--- config.mk ---
export PLATFORM = sky130hd
export DESIGN_NAME = pic8_ctrl
export DESIGN_NICKNAME = d
export VERILOG_FILES = /design/src/rtl/pic8_pkg.sv /design/src/rtl/pic8_prio.sv /design/src/rtl/pic8_cfg.sv /design/src/rtl/pic8_ctrl.sv
export SDC_FILE = /design/constraint.sdc
export NUM_CORES = 1
export LEC_CHECK = 0
export ABC_CLOCK_PERIOD_IN_PS = 2200
export BUFFER_PORTS_ARGS = -buffer_cell sky130_fd_sc_hd__buf_2
export CAP_MARGIN = 0
export CORE_UTILIZATION = 25
export CTS_CLUSTER_DIAMETER = 60
export CTS_CLUSTER_SIZE = 30
export DETAILED_ROUTE_END_ITERATION = 12
export MAX_ROUTING_LAYER = met4
export PLACE_DENSITY = 0.48
export SLEW_MARGIN = 10
export SYNTH_ARGS = -nofsm -noshare
export SYNTH_HDL_FRONTEND = slang
export SYNTH_SLANG_ARGS = --single-unit
export TNS_END_PERCENT = 50
--- constraint.sdc ---
create_clock -name clk -period 2.2 [get_ports clk]
set_input_delay 0.11 -clock clk [delete_from_list [all_inputs] [get_ports clk]]
set_output_delay 0.11 -clock clk [all_outputs]
set_load 0.05 [all_outputs]
--- src/rtl/pic8_pkg.sv ---
package pic8_pkg;
    // Setup progress after a start command
    typedef enum logic [1:0] {
        CFG_RUN,
        CFG_WAIT_BASE,
        CFG_WAIT_LINK,
        CFG_WAIT_MODE
    } cfg_step_e;

    localparam int CMD_START_BIT = 4;
    localparam int CMD_SEL_BIT   = 3;
    localparam logic [2:0] CMD_REL_CODE = 3'b011;
endpackage

--- src/rtl/pic8_prio.sv ---
// Finds the lowest-numbered set bit (highest priority)
module pic8_prio #(
    parameter int N = 8,
    localparam int W = $clog2(N)
) (
    input  logic [N-1:0] req,
    output logic         any,
    output logic [W-1:0] idx
);
    always_comb begin
        idx = '0;
        for (int i = N - 1; i >= 0; i--) begin
            if (req[i]) idx = W'(i);
        end
        any = |req;
    end
endmodule

--- src/rtl/pic8_cfg.sv ---
// Command/data decoding, setup sequence, mask and mode storage
module pic8_cfg
    import pic8_pkg::*;
#(
    parameter int NUM_IN = 8,
    localparam int LVL_W = $clog2(NUM_IN),
    localparam int BASE_W = 8 - LVL_W
) (
    input  logic              clk,
    input  logic              rst_n,
    input  logic              bus_wr,
    input  logic              bus_addr,
    input  logic [7:0]        bus_wdata,
    output logic              ready,
    output logic [BASE_W-1:0] base_hi,
    output logic [NUM_IN-1:0] link_map,
    output logic              auto_rel,
    output logic [NUM_IN-1:0] mask,
    output logic              show_svc,
    output logic              rel_valid,
    output logic [LVL_W-1:0]  rel_lvl,
    output logic              setup_start
);
    typedef struct packed {
        cfg_step_e         step;
        logic              need_link;
        logic              need_mode;
        logic              ready;
        logic [BASE_W-1:0] base_hi;
        logic [NUM_IN-1:0] link_map;
        logic              auto_rel;
        logic [NUM_IN-1:0] mask;
        logic              show_svc;
    } cfg_t;

    cfg_t cfg_d, cfg_q;

    always_comb begin
        cfg_d       = cfg_q;
        rel_valid   = 1'b0;
        rel_lvl     = bus_wdata[LVL_W-1:0];
        setup_start = 1'b0;
        if (bus_wr && !bus_addr) begin
            if (bus_wdata[CMD_START_BIT]) begin
                setup_start     = 1'b1;
                cfg_d.step      = CFG_WAIT_BASE;
                cfg_d.need_link = !bus_wdata[1];
                cfg_d.need_mode = bus_wdata[0];
                cfg_d.ready     = 1'b0;
                cfg_d.auto_rel  = 1'b0;
                cfg_d.show_svc  = 1'b0;
            end else if (bus_wdata[CMD_SEL_BIT]) begin
                if (bus_wdata[1]) cfg_d.show_svc = bus_wdata[0];
            end else if (bus_wdata[7:5] == CMD_REL_CODE) begin
                rel_valid = 1'b1;
            end
        end
        if (bus_wr && bus_addr) begin
            unique case (cfg_q.step)
                CFG_RUN: cfg_d.mask = bus_wdata[NUM_IN-1:0];
                CFG_WAIT_BASE: begin
                    cfg_d.base_hi = bus_wdata[7:LVL_W];
                    if (cfg_q.need_link)      cfg_d.step = CFG_WAIT_LINK;
                    else if (cfg_q.need_mode) cfg_d.step = CFG_WAIT_MODE;
                    else begin
                        cfg_d.step  = CFG_RUN;
                        cfg_d.ready = 1'b1;
                    end
                end
                CFG_WAIT_LINK: begin
                    cfg_d.link_map = bus_wdata[NUM_IN-1:0];
                    if (cfg_q.need_mode) cfg_d.step = CFG_WAIT_MODE;
                    else begin
                        cfg_d.step  = CFG_RUN;
                        cfg_d.ready = 1'b1;
                    end
                end
                CFG_WAIT_MODE: begin
                    cfg_d.auto_rel = bus_wdata[1];
                    cfg_d.step     = CFG_RUN;
                    cfg_d.ready    = 1'b1;
                end
                default: cfg_d.step = CFG_RUN;
            endcase
        end
    end

    always_ff @(posedge clk or negedge rst_n) begin
        if (!rst_n) begin
            cfg_q          <= '0;
            cfg_q.step     <= CFG_RUN;
            cfg_q.mask     <= '1;
        end else begin
            cfg_q <= cfg_d;
        end
    end

    assign ready    = cfg_q.ready;
    assign base_hi  = cfg_q.base_hi;
    assign link_map = cfg_q.link_map;
    assign auto_rel = cfg_q.auto_rel;
    assign mask     = cfg_q.mask;
    assign show_svc = cfg_q.show_svc;
endmodule

--- src/rtl/pic8_ctrl.sv ---
// Top: request/in-service tracking, priority decision, acknowledge
module pic8_ctrl #(
    parameter int NUM_IN = 8,
    localparam int LVL_W = $clog2(NUM_IN),
    localparam int BASE_W = 8 - LVL_W
) (
    input  logic              clk,
    input  logic              rst_n,
    input  logic              slave_mode,
    input  logic [NUM_IN-1:0] irq_in,
    input  logic              bus_wr,
    input  logic              bus_addr,
    input  logic [7:0]        bus_wdata,
    output logic [7:0]        bus_rdata,
    input  logic              ack_pulse,
    input  logic [LVL_W-1:0]  link_in,
    output logic [LVL_W-1:0]  link_out,
    output logic              irq_out,
    output logic              vec_valid,
    output logic [7:0]        vec_out
);
    typedef struct packed {
        logic [NUM_IN-1:0] req;
        logic [NUM_IN-1:0] svc;
        logic              phase;
        logic              spur;
        logic [LVL_W-1:0]  lvl;
        logic [7:0]        vec;
        logic              vecv;
    } core_t;

    core_t core_d, core_q;

    logic              ready, auto_rel, show_svc, rel_valid, setup_start;
    logic [BASE_W-1:0] base_hi;
    logic [NUM_IN-1:0] link_map, mask;
    logic [LVL_W-1:0]  rel_lvl;

    pic8_cfg #(.NUM_IN(NUM_IN)) u_cfg (
        .clk        (clk),
        .rst_n      (rst_n),
        .bus_wr     (bus_wr),
        .bus_addr   (bus_addr),
        .bus_wdata  (bus_wdata),
        .ready      (ready),
        .base_hi    (base_hi),
        .link_map   (link_map),
        .auto_rel   (auto_rel),
        .mask       (mask),
        .show_svc   (show_svc),
        .rel_valid  (rel_valid),
        .rel_lvl    (rel_lvl),
        .setup_start(setup_start)
    );

    logic [NUM_IN-1:0] pend;
    logic              pend_any, svc_any, want;
    logic [LVL_W-1:0]  pend_idx, svc_idx;

    assign pend = core_q.req & ~mask;

    pic8_prio #(.N(NUM_IN)) u_pend_prio (.req(pend), .any(pend_any), .idx(pend_idx));
    pic8_prio #(.N(NUM_IN)) u_svc_prio  (.req(core_q.svc), .any(svc_any), .idx(svc_idx));

    assign want = ready && pend_any && (!svc_any || (pend_idx < svc_idx));

    logic              ack_sel;
    logic [NUM_IN-1:0] set_m, clr_m;

    always_comb begin
        core_d      = core_q;
        core_d.vecv = 1'b0;
        set_m       = '0;
        clr_m       = '0;
        ack_sel     = ack_pulse && (!slave_mode || (link_in == link_map[LVL_W-1:0]));
        if (ack_sel && !core_q.phase) begin
            core_d.phase = 1'b1;
            if (want) begin
                core_d.lvl     = pend_idx;
                core_d.spur    = 1'b0;
                set_m[pend_idx] = 1'b1;
            end else begin
                core_d.lvl  = LVL_W'(NUM_IN - 1);
                core_d.spur = 1'b1;
            end
        end else if (ack_sel && core_q.phase) begin
            core_d.phase = 1'b0;
            if (slave_mode || !link_map[core_q.lvl]) begin
                core_d.vecv = 1'b1;
                core_d.vec  = {base_hi, core_q.lvl};
            end
            if (auto_rel && !core_q.spur) clr_m[core_q.lvl] = 1'b1;
        end
        if (rel_valid) clr_m[rel_lvl] = 1'b1;
        core_d.svc = (core_q.svc | set_m) & ~clr_m;
        core_d.req = ((irq_in & ~core_q.svc) | (core_q.req & core_q.svc)) & ~set_m;
        if (setup_start) begin
            core_d.svc   = '0;
            core_d.phase = 1'b0;
        end
    end

    always_ff @(posedge clk or negedge rst_n) begin
        if (!rst_n) core_q <= '0;
        else        core_q <= core_d;
    end

    assign irq_out   = want;
    assign vec_valid = core_q.vecv;
    assign vec_out   = core_q.vec;
    assign link_out  = (!slave_mode && core_q.phase && link_map[core_q.lvl]) ? core_q.lvl : '0;
    assign bus_rdata = bus_addr ? 8'(mask) : (show_svc ? 8'(core_q.svc) : 8'(core_q.req));

    // plain views for the bound checker
    logic [NUM_IN-1:0] req_v, svc_v;
    logic              phase_v, spur_v;
    assign req_v   = core_q.req;
    assign svc_v   = core_q.svc;
    assign phase_v = core_q.phase;
    assign spur_v  = core_q.spur;
endmodule

==> metrics.md <==
| Metric | Value |
|---|---|
| Flops & latches, synth | `58` |
| Vias in the first global route | `2787` |
| Clock buffer depth | `2` |
| Hold Path End | `req_v[2]$_DFF_PN0_` |
| GRT met1 Usage | `0.178` |
| YS warnings | `0` |
| Num CTS Buffers | `9` |
| Synth top area share | `0.374` |
| Die area | `13800 um2` |
| HPWL Detailed | `7220 um` |
| Wire per inst | `16.3 um` |
| Clk Latency, worst-skew pair | `0.33 ns` |
| Area growth syn-to-layout | `35.4%` |
| Number of routed nets with antenna violations | `0` |
| Asr flop ratio synth | `1.00` |
| Highest cell delay on the worst timing path | `0.56 ns` |
| Relative slew slack | `0.486` |
| DR pass1 iterations | `4` |
| Vias | `2662` |
| IO Port Bufs | `45` |
| RD Place Congestion | `0.862` |
| Overall routing resource usage | `0.148` |
| Cell taking the most area after synthesis | `dfrtp_1` |
| Period utilization | `1.17` |
| Reg2reg end | `core_q[11]$_DFFE_PN0P_` |
| Maximum VDD drop | `0.518 mV` |
| WS Path Type | `reg2out` |
| CP Cell Sequence | `or4_4 > nand2_4 > ha_4 > a21oi_4 > a21boi_2 > o211ai_1 > a21oi_4 > buf_6` |
| Dominant delay contributor by cell family on the critical path | `compound AO/OA/AOI/OAI gates` |
| Max cap viols | `0` |
| Nets | `426` |
| DR vias/cell | `4.62` |
| Failing checks | `setup timing` |
| Starting density of the core | `0.261` |
| Hold_sp | `irq_in[2]` |
| First DRT Iteration DRCs | `98` |
| Total number of H-tree levels | `3` |
| Hold path depth | `3` |
| Final hold violation count | `0` |
| Critical path buffers and inverters | `1` |
| Startpoint types | `flop` |
| Clk pin slew, worst setup/hold paths | `0.05 ns` |
| Critical path arrival | `2.46 ns` |
| Critical-path top delay cell | `or4_4` |
| Cells after synthesis | `307` |
| Placeable Area | `12800 um2` |
| PD cells | `1590 nW/um2` |
| RSZ-0062 raised after global routing | `yes` |
| Critical path depth | `8` |
| CTS tree | `done` |
| Post-synth top flop | `dfrtp_1` |
| CP Capture Type | `primary output` |
| Mapped Nets | `334` |
| Reg-to-Reg Start | `svc_v[6]$_DFF_PN0_` |
| Post-synth EDFFs | `0` |
| Crit. Startpoint | `svc_v[6]$_DFF_PN0_` |
| Max Clock Skew | `0.00376 ns` |
| Grt ovf | `0` |
| Routed wire length | `9380 um` |
| Measured slew at the worst slew-check pin | `0.771 ns` |
| FF-to-FF setup slack | `-0.16 ns` |
| Max Freq | `390 MHz` |
| Final Slew Violations | `0` |
| Layer with the highest usage | `met2` |
| Share of the yosys chip area belonging to registers | `0.437` |
| Commonest non-fill, non-tap cells in the layout | `53 x buf_4, 49 x dfrtp_1, 44 x buf_2` |
| Global Route met2 Usage | `0.234` |
| Final min period | `2.57 ns` |
| Row count | `41` |
| GR Util met3 | `0.0397` |
| Die Ht | `118 um` |
| Antenna Cells | `0` |
| Fin util | `0.353` |
| Share of cells above drive strength 1 | `0.495` |
| Residual DRC count | `0` |
| Min-delay worst type | `in2reg` |
| Initial antenna violation count | `0` |
| Synth Cell Area | `3340 um2` |
| Outcome | `finished, violations left` |
| First-pass GRT wire length | `15100 um` |
| Fin worst setup slack | `-0.366 ns` |
| CP max FO | `3` |
| Static leakage | `0.00202 uW` |
| Die width | `118 um` |
| Overall power | `7200 uW` |
| Setup TNS | `-1.30 ns` |
| Setup Viol. Count Final | `11` |
| I/O pin total | `46` |
| CTS root buffer | `clkbuf_16` |
| R2R cell count | `10` |
| Post-synth cell types | `60` |
| CTS sink cnt | `58` |
| Commonest non-fill, non-tap cell in the layout | `buf_4` |
| Pin count of the biggest net entering global routing | `59` |
| Most used cell, CP | `a21oi_4` |
| Syn_area_per_cell | `10.9 um2` |
| Synth area leaders | `dfrtp_1 37%, mux2_2 7.1%, dfstp_2 6.3%` |
| CP required | `2.09 ns` |
cell type report:
class / instances / area [um2]
Inverter: 11 / 41.3
Timing Repair Buffer: 101 / 671
Sequential cell: 58 / 1460
Fill cell: 1300 / 8300
Clock buffer: 10 / 239
Clock inverter: 6 / 66.3
Multi-Input combinational cell: 218 / 1830
Tap cell: 172 / 215
cell usage after synthesis, types with 2 or more instances:
cell,n
nor4_1,2
nor2b_1,4
o221a_1,3
dfstp_2,8
a21oi_2,6
nor2_1,17
or3_1,3
clkbuf_1,8
nand2_1,26
o211ai_1,3
o21ai_1,2
a211oi_1,2
inv_1,10
o21ai_2,2
buf_4,8
buf_6,2
mux2_2,21
mux2_4,8
nand2b_1,6
xor2_1,3
dfrtp_1,50
nor3_1,6
nor4b_2,4
nand3_1,2
nor2b_2,2
nand3b_1,2
o22ai_1,2
ha_1,2
and3_1,3
a311oi_1,3
o21ai_0,21
a21boi_0,3
a31oi_1,5
nand2b_2,3
nor3_2,4
nor2b_4,2
o31a_1,3
mux2i_1,19
a21oi_1,6
sequential cells by signal (all words and copies together) (netlist names):
| signal | flops |
|---|---|
| core_q | 3 |
| spur_v | 1 |
| u_cfg.cfg_q | 4 |
| u_cfg.link_map | 8 |
| vec_out | 8 |
| vec_valid | 1 |
| svc_v | 8 |
| phase_v | 1 |
| u_cfg.auto_rel | 1 |
| u_cfg.mask | 8 |
| u_cfg.show_svc | 1 |
| u_cfg.ready | 1 |
| u_cfg.base_hi | 5 |
| req_v | 8 |
power breakdown:
part | leakage [uW] | switching [uW] | internal [uW] | total, uW
Sequential | 0.000693 | 355 | 1540 | 1890
Clock | 0.000141 | 503 | 905 | 1410
Combinational | 0.00119 | 2160 | 1740 | 3900
Total | 0.00202 | 3020 | 4180 | 7200
logic make-up (layout without fill, tap and decap cells):
group / Yosys count / in the layout / share of synthesized area
compound gates: 69 / 69 / 0.157
xor+xnor: 3 / 3 / 0.00786
fa+ha+maj: 2 / 2 / 0.00748
buf+inv: 31 / 128 / 0.0487
flops: 58 / 58 / 0.437
mux: 49 / 49 / 0.167
simple gates: 95 / 95 / 0.175
per-layer routing:
layer  part of all wire  vias to the layer above  routed length (um)
li1                   -                     1295                   -
met1               0.45                     1299                4210
met2               0.49                       52                4580
met3              0.041                       16                 381
met4              0.022                        0                 203
met5                  0                        -                   0
per-stage QoR:
step	cell area [um2]	std cells	setup slack [ns]	hold slack (ns)
6_report	4530	576	-0.366	0.0353
3_3_place_gp	4140	557	-0.0997	0.320
2_1_floorplan	3410	307	-0.145	-0.186
3_5_place_dp	4140	557	-0.105	0.326
5_1_grt	4530	576	-0.470	0.0645
4_1_cts	4480	574	-0.371	0.0376
what timing repair did:
action | CTS | global route
hold buffers | 1 | 0
hold endpoints to repair | 50 | 0
setup buffers | 0 | 2
pin swaps | 2 | 2
resized for setup | 4 | 11
cloned | 0 | 0
setup endpoints to repair | 19 | 29
worst reg2reg max path, stage by stage, from the launching register on:
cell and delay, ns:
dfrtp_1 0.39, or4_4 0.56, nand2_4 0.09, ha_4 0.22, a21oi_4 0.15, a21boi_2 0.17
o211ai_1 0.14, a21oi_4 0.22, buf_4 0.14, buf_6 0.09, a31oi_1 0.07
how the worst max path moves through the flow:
stage | endpoint | slack (ns)
finish | irq_out | -0.37
global route | irq_out | -0.47
CTS | irq_out | -0.37
detailed placement | svc_v[0]$_DFF_PN0_ | -0.11
global placement | svc_v[2]$_DFF_PN0_ | -0.1
floorplan | core_q[11]$_DFFE_PN0P_ | -0.15
Power figures use the tool's default switching activity.
